$ cat config.mk
export PLATFORM = sky130hd
export DESIGN_NAME = fault_slot_sequencer
export DESIGN_NICKNAME = d
export VERILOG_FILES = /design/src/rtl/fault_slot_sequencer.sv
export SDC_FILE = /design/constraint.sdc
export NUM_CORES = 1
export LEC_CHECK = 0
export ABC_AREA = 1
export BUFFER_PORTS_ARGS = -buffer_cell sky130_fd_sc_hd__buf_2
export CAP_MARGIN = 20
export CELL_PAD_IN_SITES_DETAIL_PLACEMENT = 0
export CELL_PAD_IN_SITES_GLOBAL_PLACEMENT = 2
export CORE_ASPECT_RATIO = 0.7
export CORE_MARGIN = 3
export CORE_UTILIZATION = 21
export CTS_CLUSTER_DIAMETER = 150
export DETAILED_ROUTE_END_ITERATION = 8
export PLACE_DENSITY_LB_ADDON = 0.1
export SETUP_SLACK_MARGIN = 0.05
export SYNTH_ARGS = -nofsm -noshare
export SYNTH_HDL_FRONTEND = slang
export SYNTH_SLANG_ARGS = --single-unit
$ cat constraint.sdc
create_clock -name clk -period 2.5 [get_ports clk]
set_input_delay 0.125 -clock clk [delete_from_list [all_inputs] [get_ports clk]]
set_output_delay 0.125 -clock clk [all_outputs]
set_load 0.02 [all_outputs]
$ cat src/rtl/fault_slot_sequencer.sv
module fault_slot_sequencer #(
  parameter int MAX_FAULTS = 63,
  parameter int BUS_W      = MAX_FAULTS + 1,
  parameter int USED       = 4,
  parameter int CW         = 8,
  parameter logic [MAX_FAULTS*CW-1:0] ACT_CYC  = {MAX_FAULTS{CW'(3)}},
  parameter logic [MAX_FAULTS*CW-1:0] SLOT_CYC = {MAX_FAULTS{CW'(8)}},
  localparam int IW = $clog2(BUS_W)
) (
  input  logic             clk,
  input  logic             rst,
  input  logic             start,
  output logic [BUS_W-1:0] fault_en,
  output logic [IW-1:0]    fault_idx,
  output logic             busy,
  output logic             done
);

  logic [CW-1:0] cnt;
  logic [CW-1:0] act_c, slot_c, eff_c;
  logic          slot_end, last_fault;

  assign act_c      = ACT_CYC[fault_idx*CW +: CW];
  assign slot_c     = SLOT_CYC[fault_idx*CW +: CW];
  assign eff_c      = (slot_c > act_c) ? slot_c : act_c;
  assign slot_end   = (eff_c == '0) || (cnt == eff_c - 1'b1);
  assign last_fault = (fault_idx == IW'(USED - 1));

  always_comb begin
    fault_en = '0;
    if (busy && (cnt < act_c))
      fault_en[fault_idx] = 1'b1;
  end

  always_ff @(posedge clk) begin
    if (rst) begin
      busy      <= 1'b0;
      done      <= 1'b0;
      cnt       <= '0;
      fault_idx <= '0;
    end else if (!busy) begin
      if (start) begin
        busy      <= 1'b1;
        done      <= 1'b0;
        cnt       <= '0;
        fault_idx <= '0;
      end
    end else if (slot_end) begin
      cnt <= '0;
      if (last_fault) begin
        busy      <= 1'b0;
        done      <= 1'b1;
        fault_idx <= '0;
      end else begin
        fault_idx <= fault_idx + 1'b1;
      end
    end else begin
      cnt <= cnt + 1'b1;
    end
  end

endmodule


# Word level (Yosys, flattened, before mapping)
# Index checks and enable logic that the tools add are counted.
word_totals:
  regBits: 16
  rom_bits: 0
  latch_bits: 0
  word_cells: 43
  mem_bits_rw: 0
  memories: 0
op_classes:
  n_mux: 19
  shifts: 2
  order_cmp: 4
  mul: 0
  div_mod_pow: 0
  add_sub_neg: 3
  eq_ne: 4
  reduce_logical: 7
  bitwise: 0
op_table:
  columns: ["op", "count"]
  rows:
  - ["504-bit by 10-bit indexed part select with 8-bit output (first input constant)", 2]
  - ["64-bit 2-to-1 mux", 1]
  - ["8-bit 2-to-1 mux", 4]
  - ["6-bit 2-to-1 mux", 4]
  - ["1-bit 2-to-1 mux", 9]
  - ["8-bit by 1-bit adder with 8-bit output (second input constant)", 1]
  - ["8-bit equality test", 1]
  - ["8-bit > comparator", 1]
  - ["8-bit zero test", 1]
  - ["8-bit less-than comparator", 1]
  - ["8-bit by 1-bit subtractor with 8-bit output (second input constant)", 1]
  - ["6-bit by 7-bit less-than comparator with 1-bit output (second input constant)", 1]
  - ["6-bit by 1-bit adder with 6-bit output (second input constant)", 1]
  - ["1-bit demux with 6-bit select", 1]
  - ["6-bit by 2-bit equality test with 1-bit output (second input constant)", 1]
  - ["6-bit by 1-bit greater-or-equal comparator with 1-bit output (second input constant)", 1]
  - ["2-bit by 1-bit != test with 1-bit output (second input constant)", 2]
  - ["3-bit AND reduction", 1]
  - ["1-bit logical AND", 2]
  - ["2-bit AND reduction", 1]
  - ["2-bit nonzero test", 1]
  - ["1-bit logical OR", 1]

# Depth between registers and ports, before layout
# Gate-level depths: netlist (run 1).
depth:
  depth_word: 8
  ltp_mapped: 9

# Worst setup path before layout (run 1)
# No wires, ideal clock.
synth_path:
  path_kind: "register to output"
  start: "register fault_idx[0]"
  end: "output port fault_en[0]"
  t_arrival_ns: 2.022
  n_path_buf: 0
  t_required_ns: 2.375
  path_stages_with_launch: 10
  setup_slack_ns: 0.353
  cell_sequence: "dfxtp_1 ha_1 nand3_1 nor2_1 ha_1 o21ai_0 nand2_1 nor2_4 nand2_2 nor2_1"
synth_between:
  elab_chain_cells: 5
synth_rtl:
  columns: ["element", "line_no", "text"]
  rows:
  - ["start: declaration", "14", "output logic [IW-1:0] fault_idx,"]
  - ["start signal: assignment", "55", "fault_idx <= fault_idx + 1'b1;"]
  - ["branches (longest 4 deep; another with 8-bit less-than comparator)", null, null]
  - ["64-bit 2-to-1 mux (*)", "31", "if (busy && (cnt < act_c))"]
  - ["end: declaration", "13", "output logic [BUS_W-1:0] fault_en,"]
# Mark *: on every way between the ends.

# Worst setup path in the final report (run 1)
layout_path:
  start: "register fault_idx[0]"
  end: "output port fault_en[42]"
# Same word-level chain as after synthesis.

==> results of run 1 <==
critical path, cell delays in order, from the launching register on:
cell                      delay (ps)
sky130_fd_sc_hd__dfxtp_4         350
sky130_fd_sc_hd__ha_1            170
sky130_fd_sc_hd__nand3_2         110
sky130_fd_sc_hd__nor2_4          140
sky130_fd_sc_hd__ha_1            230
sky130_fd_sc_hd__o21ai_0         100
sky130_fd_sc_hd__nand2_2         130
sky130_fd_sc_hd__nor2_4          260
sky130_fd_sc_hd__nand2_4         180
sky130_fd_sc_hd__nor2_1          130
sky130_fd_sc_hd__buf_4           160
Yosys cell counts (all sizes together):
library cell   n
a31oi          1
a31o           1
nand2         49
o21a           1
ha             4
o21ai          6
dfxtp         16
buf            3
inv           17
clkbuf         1
nor2          91
nand3         17
xor2           2
nor3           5
a21oi         11
nand4          5
or2            1
final cells by class:
| cell class | count | area [um^2] | area share |
|---|---|---|---|
| sequential | 16 | 325.3 | 0.1666 |
| clock buffer | 4 | 55.05 | 0.02819 |
| inverter | 17 | 63.81 | 0.03267 |
| multi-input combinational | 194 | 955.9 | 0.4894 |
| tap | 75 | 93.84 | 0.04805 |
| timing repair buffer | 80 | 459.2 | 0.2351 |
path summary, 6_finish.rpt:
kind                                  start                   endpoint  slack, ps  cells past startpoint
hold reg to reg           done$_SDFFE_PP0P_          done$_SDFFE_PP0P_        470                      2
hold / removal                        start            busy$_SDFF_PP0_        160                      3
setup / recovery  fault_idx[0]$_SDFFE_PP0P_               fault_en[42]        170                     10
setup reg to reg        cnt[0]$_SDFFE_PP0P_  fault_idx[0]$_SDFFE_PP0P_        780                      8
cells in the final DEF, fill, tap and decap left out, types with 2 or more instances in the layout:
cell,synthesis,final
sky130_fd_sc_hd__dfxtp_1,16,14
sky130_fd_sc_hd__buf_2,3,58
sky130_fd_sc_hd__nand2_1,41,40
sky130_fd_sc_hd__nand3_1,17,16
sky130_fd_sc_hd__a21oi_1,11,11
sky130_fd_sc_hd__nand4_1,5,5
sky130_fd_sc_hd__nand2_2,8,5
sky130_fd_sc_hd__clkbuf_8,0,4
sky130_fd_sc_hd__nor2_2,0,7
sky130_fd_sc_hd__o21ai_0,6,6
sky130_fd_sc_hd__inv_1,16,16
sky130_fd_sc_hd__nor3_1,5,4
sky130_fd_sc_hd__nor2_1,89,79
sky130_fd_sc_hd__nand2_4,0,4
sky130_fd_sc_hd__ha_1,4,4
sky130_fd_sc_hd__buf_4,0,21
sky130_fd_sc_hd__xor2_1,2,2
sky130_fd_sc_hd__nor2_4,2,5
cells by family (layout without fill, tap and decap cells):
family,after synthesis,in the layout
flops,16,16
simple gates,168,168
fa+ha+maj,4,4
xor+xnor,2,2
buf+inv,21,101
compound gates,20,20
state kept, by name (all words and copies together), names as in the netlist:
| register | flops |
|---|---|
| cnt | 8 |
| fault_idx | 6 |
| done | 1 |
| busy | 1 |
metrics by stage:
stage               setup slack (ps)  instances  instance area [um^2]
floorplan                      353.3        231                  1286
global placement               371.1        381                  1769
detailed placement             294.1        381                  1769
CTS                            113.5        385                  1826
global route                   52.97        386                  1953
finish                         172.5        386                  1953
metal layers:
metal | share of wire | global-route usage
met1 | 0.55 | 0.2249
met2 | 0.40 | 0.1868
met3 | 0.049 | 0.03307
met4 | 0.0021 | 0.01515
met5 | 0 | 0
power by group through the flow:
| stage | clock network, mW | registers (mW) | logic [mW] |
|---|---|---|---|
| finish | 0.229 | 0.270 | 0.112 |
| global route | 0.253 | 0.272 | 0.124 |
| CTS | 0.239 | 0.273 | 0.100 |
| detailed placement | 0 | 0.278 | 0.0998 |
| global placement | 0 | 0.278 | 0.101 |
| floorplan | 0 | 0.281 | 0.0616 |
what timing repair did:
item | 4_1_cts | 5_1_grt
pin swaps | 0 | 6
hold buffers | 0 | 0
endpoints found under the setup margin | 64 | 64
resized for setup | 1 | 39
buffers inserted | 0 | 1
==> results.json, run 1 <==
{
  "antenna_cells": 0,
  "drtIter0Drc": 125,
  "p_comb_frac": 0.183,
  "globalRouteOverflowTotal": 0,
  "total_leakage_power_nw": 0.9739,
  "worst-slew-pin-transition_ps": 517.2,
  "hold_viol": 0,
  "dr.pass1.iters": 4,
  "die_x_um": 99.54,
  "routabilityCongestion": 0.7585,
  "syn_inst": 231,
  "synth_top_family_by_area": "simple AND/OR/NAND/NOR gates",
  "post_synth_and_or_nand_nor_area_fraction": 0.5506,
  "part_of_the_power_in_the_clock_network": 0.375,
  "grt_max_degree": 14,
  "max-slew-margin-rel": 0.6539,
  "route.antenna.remaining_nets": 0,
  "io_buffers": 74,
  "grt_setup_unrepaired": "false",
  "setup-violations-final": 0,
  "hold_ws_ps": 156.2,
  "floorplan.io_pins": 75,
  "cp_max_fo": 8,
  "final_layout_size_suffix_gt1_frac": 0.3569,
  "post_synth_main_area_contributors": "sky130_fd_sc_hd__nor2_1 (26%), sky130_fd_sc_hd__dfxtp_1 (25%), sky130_fd_sc_hd__nand2_1 (12%), sky130_fd_sc_hd__nand3_1 (6.6%), sky130_fd_sc_hd__inv_1 (4.7%)",
  "critPathArrivalTime_ps": 2200,
  "antenna_violations_before_repair": 0,
  "power_density_over_the_cells_nw_per_um2": 313.0,
  "first_global_vias": 1490,
  "synth_area_per_cell_um2": 5.568,
  "worst_voltage_drop_across_the_vdd_grid_v": 0.0002014,
  "worst_hold_path_type": "in -> reg",
  "grt_util_all_layers": 0.1390,
  "synth_xor_area_frac": 0.01362,
  "required_ps": 2380,
  "timing.critical_path.from_type": "flop",
  "tritoncts.num_buffers": 3,
  "run_status": "finished clean",
  "cts.clk_slew.worst_paths_ps": 60,
  "fp.coreArea_um2": 5813,
  "synth.net_count": 238,
  "postSynthRegisterBits": 16,
  "total_power_uw": 611.2,
  "fmax_mhz": 429.7,
  "period_utilization_post_route": 0.9310,
  "sequentialPowerShare": 0.442,
  "routed-via-count": 1741,
  "ys_warn_count": 0,
  "routedWlPerCell_um": 13.44,
  "clkLatencyLatePin_ps": 250,
  "synth.top_cell.area_share": 0.2597,
  "sequential_to_total_area_share_from_yosys_stat": 0.2490,
  "synth.cell_area_um2": 1286,
  "cts.root.buffer_cell": "sky130_fd_sc_hd__clkbuf_8",
  "utilization": 0.3360,
  "synthToLayoutAreaGrowth_pct": 51.85,
  "fraction_of_the_mapped_netlist_area_in_compound_gates": 0.08366,
  "p_int_uw": 433.4,
  "endpoint_kind": "primary output",
  "swShare": 0.2909,
  "grt_pass1_wl_um": 7935,
  "route.final.wire_length_um": 5189,
  "place.detailed.hpwl_um": 4142,
  "final.fill_count": 677,
  "dieHeight_um": 71.48,
  "clock_tree_from_tritoncts": "done",
  "clock_path_buffers": 2,
  "synthAdderAreaFrac": 0.03891,
  "viasPerCell": 4.510,
  "synth_area_leader_cell": "sky130_fd_sc_hd__nor2_1",
  "synthMuxAreaShare": 0,
  "criticalPathCategory": "reg -> out",
  "ys_types": 20,
  "start_util": 0.2213,
  "maxCapViolations": 0,
  "clock-skew-final_ps": 2.575,
  "htree_levels": 1,
  "post-route-min-period_ps": 2327,
  "netSwitchingPower_uw": 177.8,
  "cts_num_sinks": 16,
  "fp-row-count": 23,
  "floorplan.die_area_um2": 7115,
  "final_nets": 319,
  "drc": 0,
  "slew_violations": 0,
  "totalNegativeSetupSlack_ps": 0
}
No activity file was read; power rests on OpenSTA's default activity.
==> run 2: changes to the inputs <==
- CORE_UTILIZATION: 21 -> 18
- clock period: 2.5 -> 2 ns (I/O delays scaled with it)
==> run 2 against run 1 <==
The run now ends with negative setup slack left. Utilization rose by 7.3 points. First-iteration DRC count decreased by 50%. Non-clock buffer count increased by 12. Clock skew is 3.7 ps higher. Critical path depth increased by 1. Register-to-register slack got worse by 410 ps. Critical endpoint is now fault_en[61].
==> results.json, run 2 (synthesis results as in run 1) <==
{
  "place.detailed.hpwl_um": 4488,
  "register_containing_the_most_flip_flops_in_the_final_layout": "cnt",
  "hold_buffers": 0,
  "clkLatencyLatePin_ps": 260,
  "cp_max_fo": 8,
  "grt_util_all_layers": 0.1369,
  "worst_voltage_drop_across_the_vdd_grid_v": 0.0002407,
  "drc": 0,
  "routed-via-count": 1799,
  "critPathArrivalTime_ps": 2050,
  "criticalPathCategory": "reg -> out",
  "io_buffers": 74,
  "setup-violations-final": 64,
  "grt_setup_unrepaired": "true",
  "crit_path_top_delay_cell": "sky130_fd_sc_hd__dfxtp_2",
  "route.antenna.remaining_nets": 0,
  "routedWlPerCell_um": 14.22,
  "worst_hold_path_type": "in -> reg",
  "globalRouteOverflowTotal": 0,
  "design_area_um2": 2799,
  "power_density_over_the_cells_nw_per_um2": 301.3,
  "grt_pass1_wl_um": 9211,
  "die_x_um": 107.0,
  "clock_path_buffers": 2,
  "final.fill_count": 691,
  "worst_path_largest_cell_delay_ps": 340,
  "run_status": "finished with violations",
  "sequentialPowerShare": 0.400,
  "reg2regPathDepth": 8,
  "worst_reg2reg_endpoint": "fault_idx[0]$_SDFFE_PP0P_",
  "totalNegativeSetupSlack_ps": -6954,
  "floorplan.io_pins": 75,
  "route.final.wire_length_um": 5931,
  "required_ps": 1900,
  "setup_slack_ps": -147.1,
  "p_int_uw": 575.7,
  "p_comb_frac": 0.241,
  "cts_num_sinks": 16,
  "part_of_the_power_in_the_clock_network": 0.360,
  "worst_slack_after_detailed_placement_ps": -69.10,
  "maxCapViolations": 0,
  "fp.coreArea_um2": 6850,
  "floorplan.die_area_um2": 8212,
  "netSwitchingPower_uw": 267.5,
  "dieHeight_um": 76.73,
  "total_leakage_power_nw": 1.058,
  "endpoint_kind": "primary output",
  "beginning_of_the_worst_hold_path": "start",
  "max-slew-margin-rel": 0.4658,
  "clock_tree_from_tritoncts": "done",
  "timing.critical_path.from_type": "flop",
  "fp-row-count": 25,
  "grt_max_degree": 14,
  "antenna_violations_before_repair": 0,
  "period_utilization_post_route": 1.074,
  "fmax_mhz": 465.7,
  "synthToLayoutAreaGrowth_pct": 117.6,
  "critical-path-top-delay-family": "simple AND/OR/NAND/NOR gates",
  "hold_viol": 0,
  "critical_path_buf_inv_count": 2,
  "viasPerCell": 4.314,
  "swShare": 0.3173,
  "r2r_slack_ps": 370,
  "post-route-min-period_ps": 2147,
  "htree_levels": 1,
  "cts.root.buffer_cell": "sky130_fd_sc_hd__clkbuf_8",
  "placedInstanceArea_um2": 2023,
  "antenna_cells": 0,
  "dr.pass1.iters": 4,
  "first_global_vias": 1740,
  "worst-slew-pin-transition_ps": 799.0,
  "timing.critical_path.cells": "ha_4 -> nand3_4 -> nor2_4 -> ha_4 -> nor3_4 -> nand2_2 -> nor2_4 -> buf_12 -> nand2_8 -> nor2_4 -> buf_6",
  "start_util": 0.1878,
  "slew_violations": 0,
  "cts.clk_slew.worst_paths_ps": 70,
  "clock-skew-final_ps": 6.317,
  "reg_top3": "cnt x8, fault_idx x6",
  "path_common_cell": "sky130_fd_sc_hd__nor2_4",
  "drtIter0Drc": 63,
  "final_nets": 331,
  "most_common_library_cell_in_the_layout_ignoring_fill_and_taps": "sky130_fd_sc_hd__nor2_4",
  "layout_common_cells": "sky130_fd_sc_hd__nor2_4 (44), sky130_fd_sc_hd__buf_6 (41), sky130_fd_sc_hd__nand2_1 (40)",
  "worstHoldPathCells": 3,
  "largest_register_ff_count": 8,
  "hold_critical_path_endpoint": "busy$_SDFF_PP0_",
  "tritoncts.num_buffers": 3,
  "routabilityCongestion": 0.8255,
  "final_layout_size_suffix_gt1_frac": 0.5604,
  "violations": "negative setup slack",
  "critical_path.reg2reg.startpoint": "cnt[1]$_SDFFE_PP0P_"
}
-- run 2: cell types whose count changed in the layout (fill, tap and decap cells not counted), moves of 4 or more --
cell / delta
sky130_fd_sc_hd__nand2_2: -4
sky130_fd_sc_hd__nor2_4: +39
sky130_fd_sc_hd__buf_2: -48
sky130_fd_sc_hd__nand2_8: +5
sky130_fd_sc_hd__nor2_2: +16
sky130_fd_sc_hd__nor2_1: -55
sky130_fd_sc_hd__buf_4: +18
sky130_fd_sc_hd__buf_6: +40
-- run 2: through the flow --
stage,power (mW),std cells,hold WS [ps],util
after global routing,0.8759,417,146.3,0.4086
after global placement,0.4983,409,396.3,0.2953
after detailed placement,0.4943,409,389.2,0.2953
final,0.8432,417,116.2,0.4086
after floorplan,0.4355,231,254.6,-
after CTS,0.8331,416,112.4,0.3631
-- run 2: layout make-up --
type	count	area [um^2]	share of cell area
Clock buffer	4	55.05	0.01967
Timing Repair Buffer	92	844.6	0.3017
Tap cell	94	117.6	0.04202
Inverter	17	63.81	0.02280
Multi-Input combinational cell	194	1395	0.4984
Sequential cell	16	322.8	0.1153
-- run 2: worst min-delay path: cells and delay by family --
kind | cells | cell delay [ps]
AOI/OAI and AO/OA | 1 | 70
buffers and inverters | 1 | 100
and+or+nand+nor | 1 | 50
-- run 2: power groups by stage --
stage | Clock, mW | Combinational [mW] | Sequential [mW]
finish | 0.303 | 0.203 | 0.337
global route | 0.316 | 0.221 | 0.338
CTS | 0.307 | 0.188 | 0.337
detailed placement | 0 | 0.152 | 0.342
global placement | 0 | 0.156 | 0.342
floorplan | 0 | 0.0833 | 0.352
-- run 2: worst max-delay path by stage --
stage,end,from,cells past startpoint
3_3_place_gp,fault_en[60],fault_idx[0]$_SDFFE_PP0P_,10
5_1_grt,fault_en[61],fault_idx[0]$_SDFFE_PP0P_,11
6_report,fault_en[61],fault_idx[0]$_SDFFE_PP0P_,11
4_1_cts,fault_en[33],fault_idx[0]$_SDFFE_PP0P_,11
2_1_floorplan,fault_en[10],fault_idx[4]$_SDFFE_PP0P_,9
3_5_place_dp,fault_en[61],fault_idx[0]$_SDFFE_PP0P_,10
-- run 2: timing repair --
action / 4_1_cts / 5_1_grt
resized for setup: 106 / 66
setup endpoints to repair: 64 / 64
pin swaps: 13 / 8
setup buffers: 3 / 1
-- run 2: routing by layer --
metal  routed length (um)  vias to the layer above  global-route usage  part of all wire
met5                    0                        -                   0                 0
met4                    8                        0             0.01533            0.0013
met3                  220                        2             0.02691             0.037
met2                 2581                       40              0.1935              0.44
met1                 3121                      833              0.2161              0.53
li1                     -                      924                   -                 -
==> run 3: changes to the inputs <==
- ABC_AREA: 1 -> 0
- CTS_CLUSTER_DIAMETER: 150 -> 50
==> run 3 against run 2 <==
The run still ends with negative setup slack left. Hold slack better by 100 ps. Register-to-register slack worse by 150 ps. Utilization up 2.3 points. Global-route usage down 0.29 points. Clock power down 4%. Setup slack worse by 94 ps. Via count down 2.9%. Power down 16%. Synthesized cell count down 15%.
==> results.json, run 3 <==
{
  "run_status": "finished with violations",
  "violations": "negative setup slack",
  "endpoint_kind": "primary output",
  "start_util": 0.1933,
  "yosys_most_used_dff": "sky130_fd_sc_hd__dfxtp_1",
  "synthToLayoutAreaGrowth_pct": 123.4,
  "sequential_to_total_area_share_from_yosys_stat": 0.2555,
  "reg_top3": "cnt x8, fault_idx x6",
  "timing.critical_path.from_type": "flop",
  "antenna_violations_before_repair": 0,
  "cp_max_fo": 8,
  "drc": 0,
  "utilization": 0.4317,
  "clock_tree_from_tritoncts": "done",
  "cts.clk_slew.worst_paths_ps": 70,
  "criticalPathCategory": "reg -> out",
  "totalNegativeSetupSlack_ps": -12240,
  "globalRouteOverflowTotal": 0,
  "worst-slew-pin-transition_ps": 809.9,
  "first_global_vias": 1594,
  "dieHeight_um": 75.83,
  "grt_setup_unrepaired": "true",
  "grt_most_used_layer": "met1",
  "fp-row-count": 24,
  "hold_viol": 0,
  "grt_pass1_wl_um": 8618,
  "numPlacedInstances": 378,
  "ys_types": 42,
  "postSynthRegisterBits": 16,
  "critPathArrivalTime_ps": 2140,
  "cts.root.buffer_cell": "sky130_fd_sc_hd__clkbuf_8",
  "synth_area_per_cell_um2": 6.364,
  "final_layout_size_suffix_gt1_frac": 0.6531,
  "floorplan.io_pins": 75,
  "htree_levels": 1,
  "routed-via-count": 1747,
  "setup_slack_ps": -241.0,
  "placedInstanceArea_um2": 2073,
  "synth_async_sr_flop_share": 0,
  "worst_setup_path_startpoint": "fault_idx[0]$_SDFFE_PP0P_",
  "critical_path.reg2reg.startpoint": "fault_idx[5]$_SDFFE_PP0P_",
  "synth.cell_area_um2": 1254,
  "globalRouteMet1Util": 0.2066,
  "required_ps": 1900,
  "hold_ws_ps": 216.0,
  "layout_common_cells": "sky130_fd_sc_hd__buf_6 (46), sky130_fd_sc_hd__buf_4 (44), sky130_fd_sc_hd__nor2_4 (36)",
  "largest_register_ff_count": 8,
  "yosys.cell_count.top_type": "sky130_fd_sc_hd__nor2_1",
  "ys_warn_count": 0,
  "final.fill_count": 673,
  "reg2regPathDepth": 6,
  "synth.top_cell.area_share": 0.2555,
  "place.detailed.hpwl_um": 4280,
  "final_nets": 302,
  "antenna_cells": 0,
  "register_containing_the_most_flip_flops_in_the_final_layout": "cnt",
  "route.antenna.remaining_nets": 0,
  "power_density_over_the_cells_nw_per_um2": 253.5,
  "post_synth_main_area_contributors": "sky130_fd_sc_hd__dfxtp_1 (26%), sky130_fd_sc_hd__nor2_1 (25%), sky130_fd_sc_hd__nand3_1 (5.2%), sky130_fd_sc_hd__nand2_1 (4.2%), sky130_fd_sc_hd__ha_1 (4.0%)",
  "dr.pass1.iters": 4,
  "hold_buffers": 0,
  "design_area_um2": 2800,
  "synth.net_count": 204,
  "clkLatencyLatePin_ps": 250,
  "synth.top_cells.by_count": "sky130_fd_sc_hd__nor2_1 (83), sky130_fd_sc_hd__dfxtp_1 (16), sky130_fd_sc_hd__nand2_1 (14)",
  "tritoncts.num_buffers": 3,
  "grt_util_all_layers": 0.1339,
  "worst_voltage_drop_across_the_vdd_grid_v": 0.0003079,
  "fp.coreArea_um2": 6486,
  "synth_area_leader_cell": "sky130_fd_sc_hd__dfxtp_1",
  "cts_num_sinks": 16,
  "worst_hold_path_type": "in -> reg",
  "route.final.wire_length_um": 5786,
  "total_leakage_power_nw": 1.055,
  "routabilityCongestion": 0.7876,
  "worstHoldPathCells": 2,
  "maxCapViolations": 0,
  "clock-skew-final_ps": 3.465,
  "syn_inst": 197,
  "period_utilization_post_route": 1.120,
  "post-route-min-period_ps": 2241,
  "most_common_library_cell_in_the_layout_ignoring_fill_and_taps": "sky130_fd_sc_hd__buf_6",
  "viasPerCell": 4.538,
  "die_x_um": 105.8,
  "setup-violations-final": 64,
  "worst_slack_after_detailed_placement_ps": -91.11,
  "finalNonFillerCells": 385,
  "grt_use_met3": 0.03726,
  "clock_path_buffers": 2,
  "synth_enable_flop_cells": 0,
  "io_buffers": 74,
  "slew_violations": 0,
  "routedWlPerCell_um": 15.03,
  "max-slew-margin-rel": 0.4584,
  "floorplan.die_area_um2": 8018,
  "drtIter0Drc": 90,
  "beginning_of_the_worst_hold_path": "rst",
  "fmax_mhz": 446.2,
  "grt_util_met2": 0.1900,
  "total_power_uw": 709.8,
  "grt_max_degree": 17
}
==> run 3: layer usage <==
layer  up-vias  part of all wire
met5         -                 0
met4         0            0.0014
met3         2             0.056
met2        43              0.45
met1       836              0.50
li1        866                 -
==> run 3: power by group <==
part	internal, mW	switching, mW
combinational	0.0382	0.0587
sequential	0.318	0.00372
clock	0.175	0.116
total	0.531	0.179
==> run 3: cell type report <==
| type | instances | area (um^2) | share of cell area |
|---|---|---|---|
| Clock buffer | 4 | 55.05 | 0.01966 |
| Timing Repair Buffer | 103 | 953.4 | 0.3405 |
| Sequential cell | 16 | 332.8 | 0.1189 |
| Tap cell | 91 | 113.9 | 0.04066 |
| Multi-Input combinational cell | 170 | 1341 | 0.4790 |
| Inverter | 1 | 3.754 | 0.001340 |
==> run 3: path summary, 6_finish.rpt <==
path	endpoint	slack, ps
hold / removal	fault_idx[5]$_SDFFE_PP0P_	220
hold reg to reg	done$_SDFFE_PP0P_	470
setup reg to reg	fault_idx[3]$_SDFFE_PP0P_	220
setup / recovery	fault_en[19]	-240
==> run 3: cells by family after synthesis <==
group                      synth area share
and+or+nand+nor                      0.4870
AOI/OAI and AO/OA                    0.1397
DFF                                  0.2555
buffers and inverters               0.04890
adders and majority gates           0.03992
xor gates and xnor gates            0.02096
muxes                              0.007984
==> run 3: what timing repair did <==
action / in CTS / in global routing
endpoints found under the setup margin: 64 / 65
pin swaps: 11 / 22
gates resized for setup: 115 / 71
setup buffers: 2 / 1
==> run 3: worst max-delay path, stage by stage, from the launching register on <==
cell and delay, ps:
sky130_fd_sc_hd__dfxtp_4 350, sky130_fd_sc_hd__ha_4 160, sky130_fd_sc_hd__nand2_4 70, sky130_fd_sc_hd__nor2_4 40, sky130_fd_sc_hd__ha_4 160, sky130_fd_sc_hd__nor2_4 90
sky130_fd_sc_hd__nand4_1 170, sky130_fd_sc_hd__a21oi_1 160, sky130_fd_sc_hd__buf_4 180, sky130_fd_sc_hd__nand3_4 170, sky130_fd_sc_hd__nor2_1 160, sky130_fd_sc_hd__buf_4 170
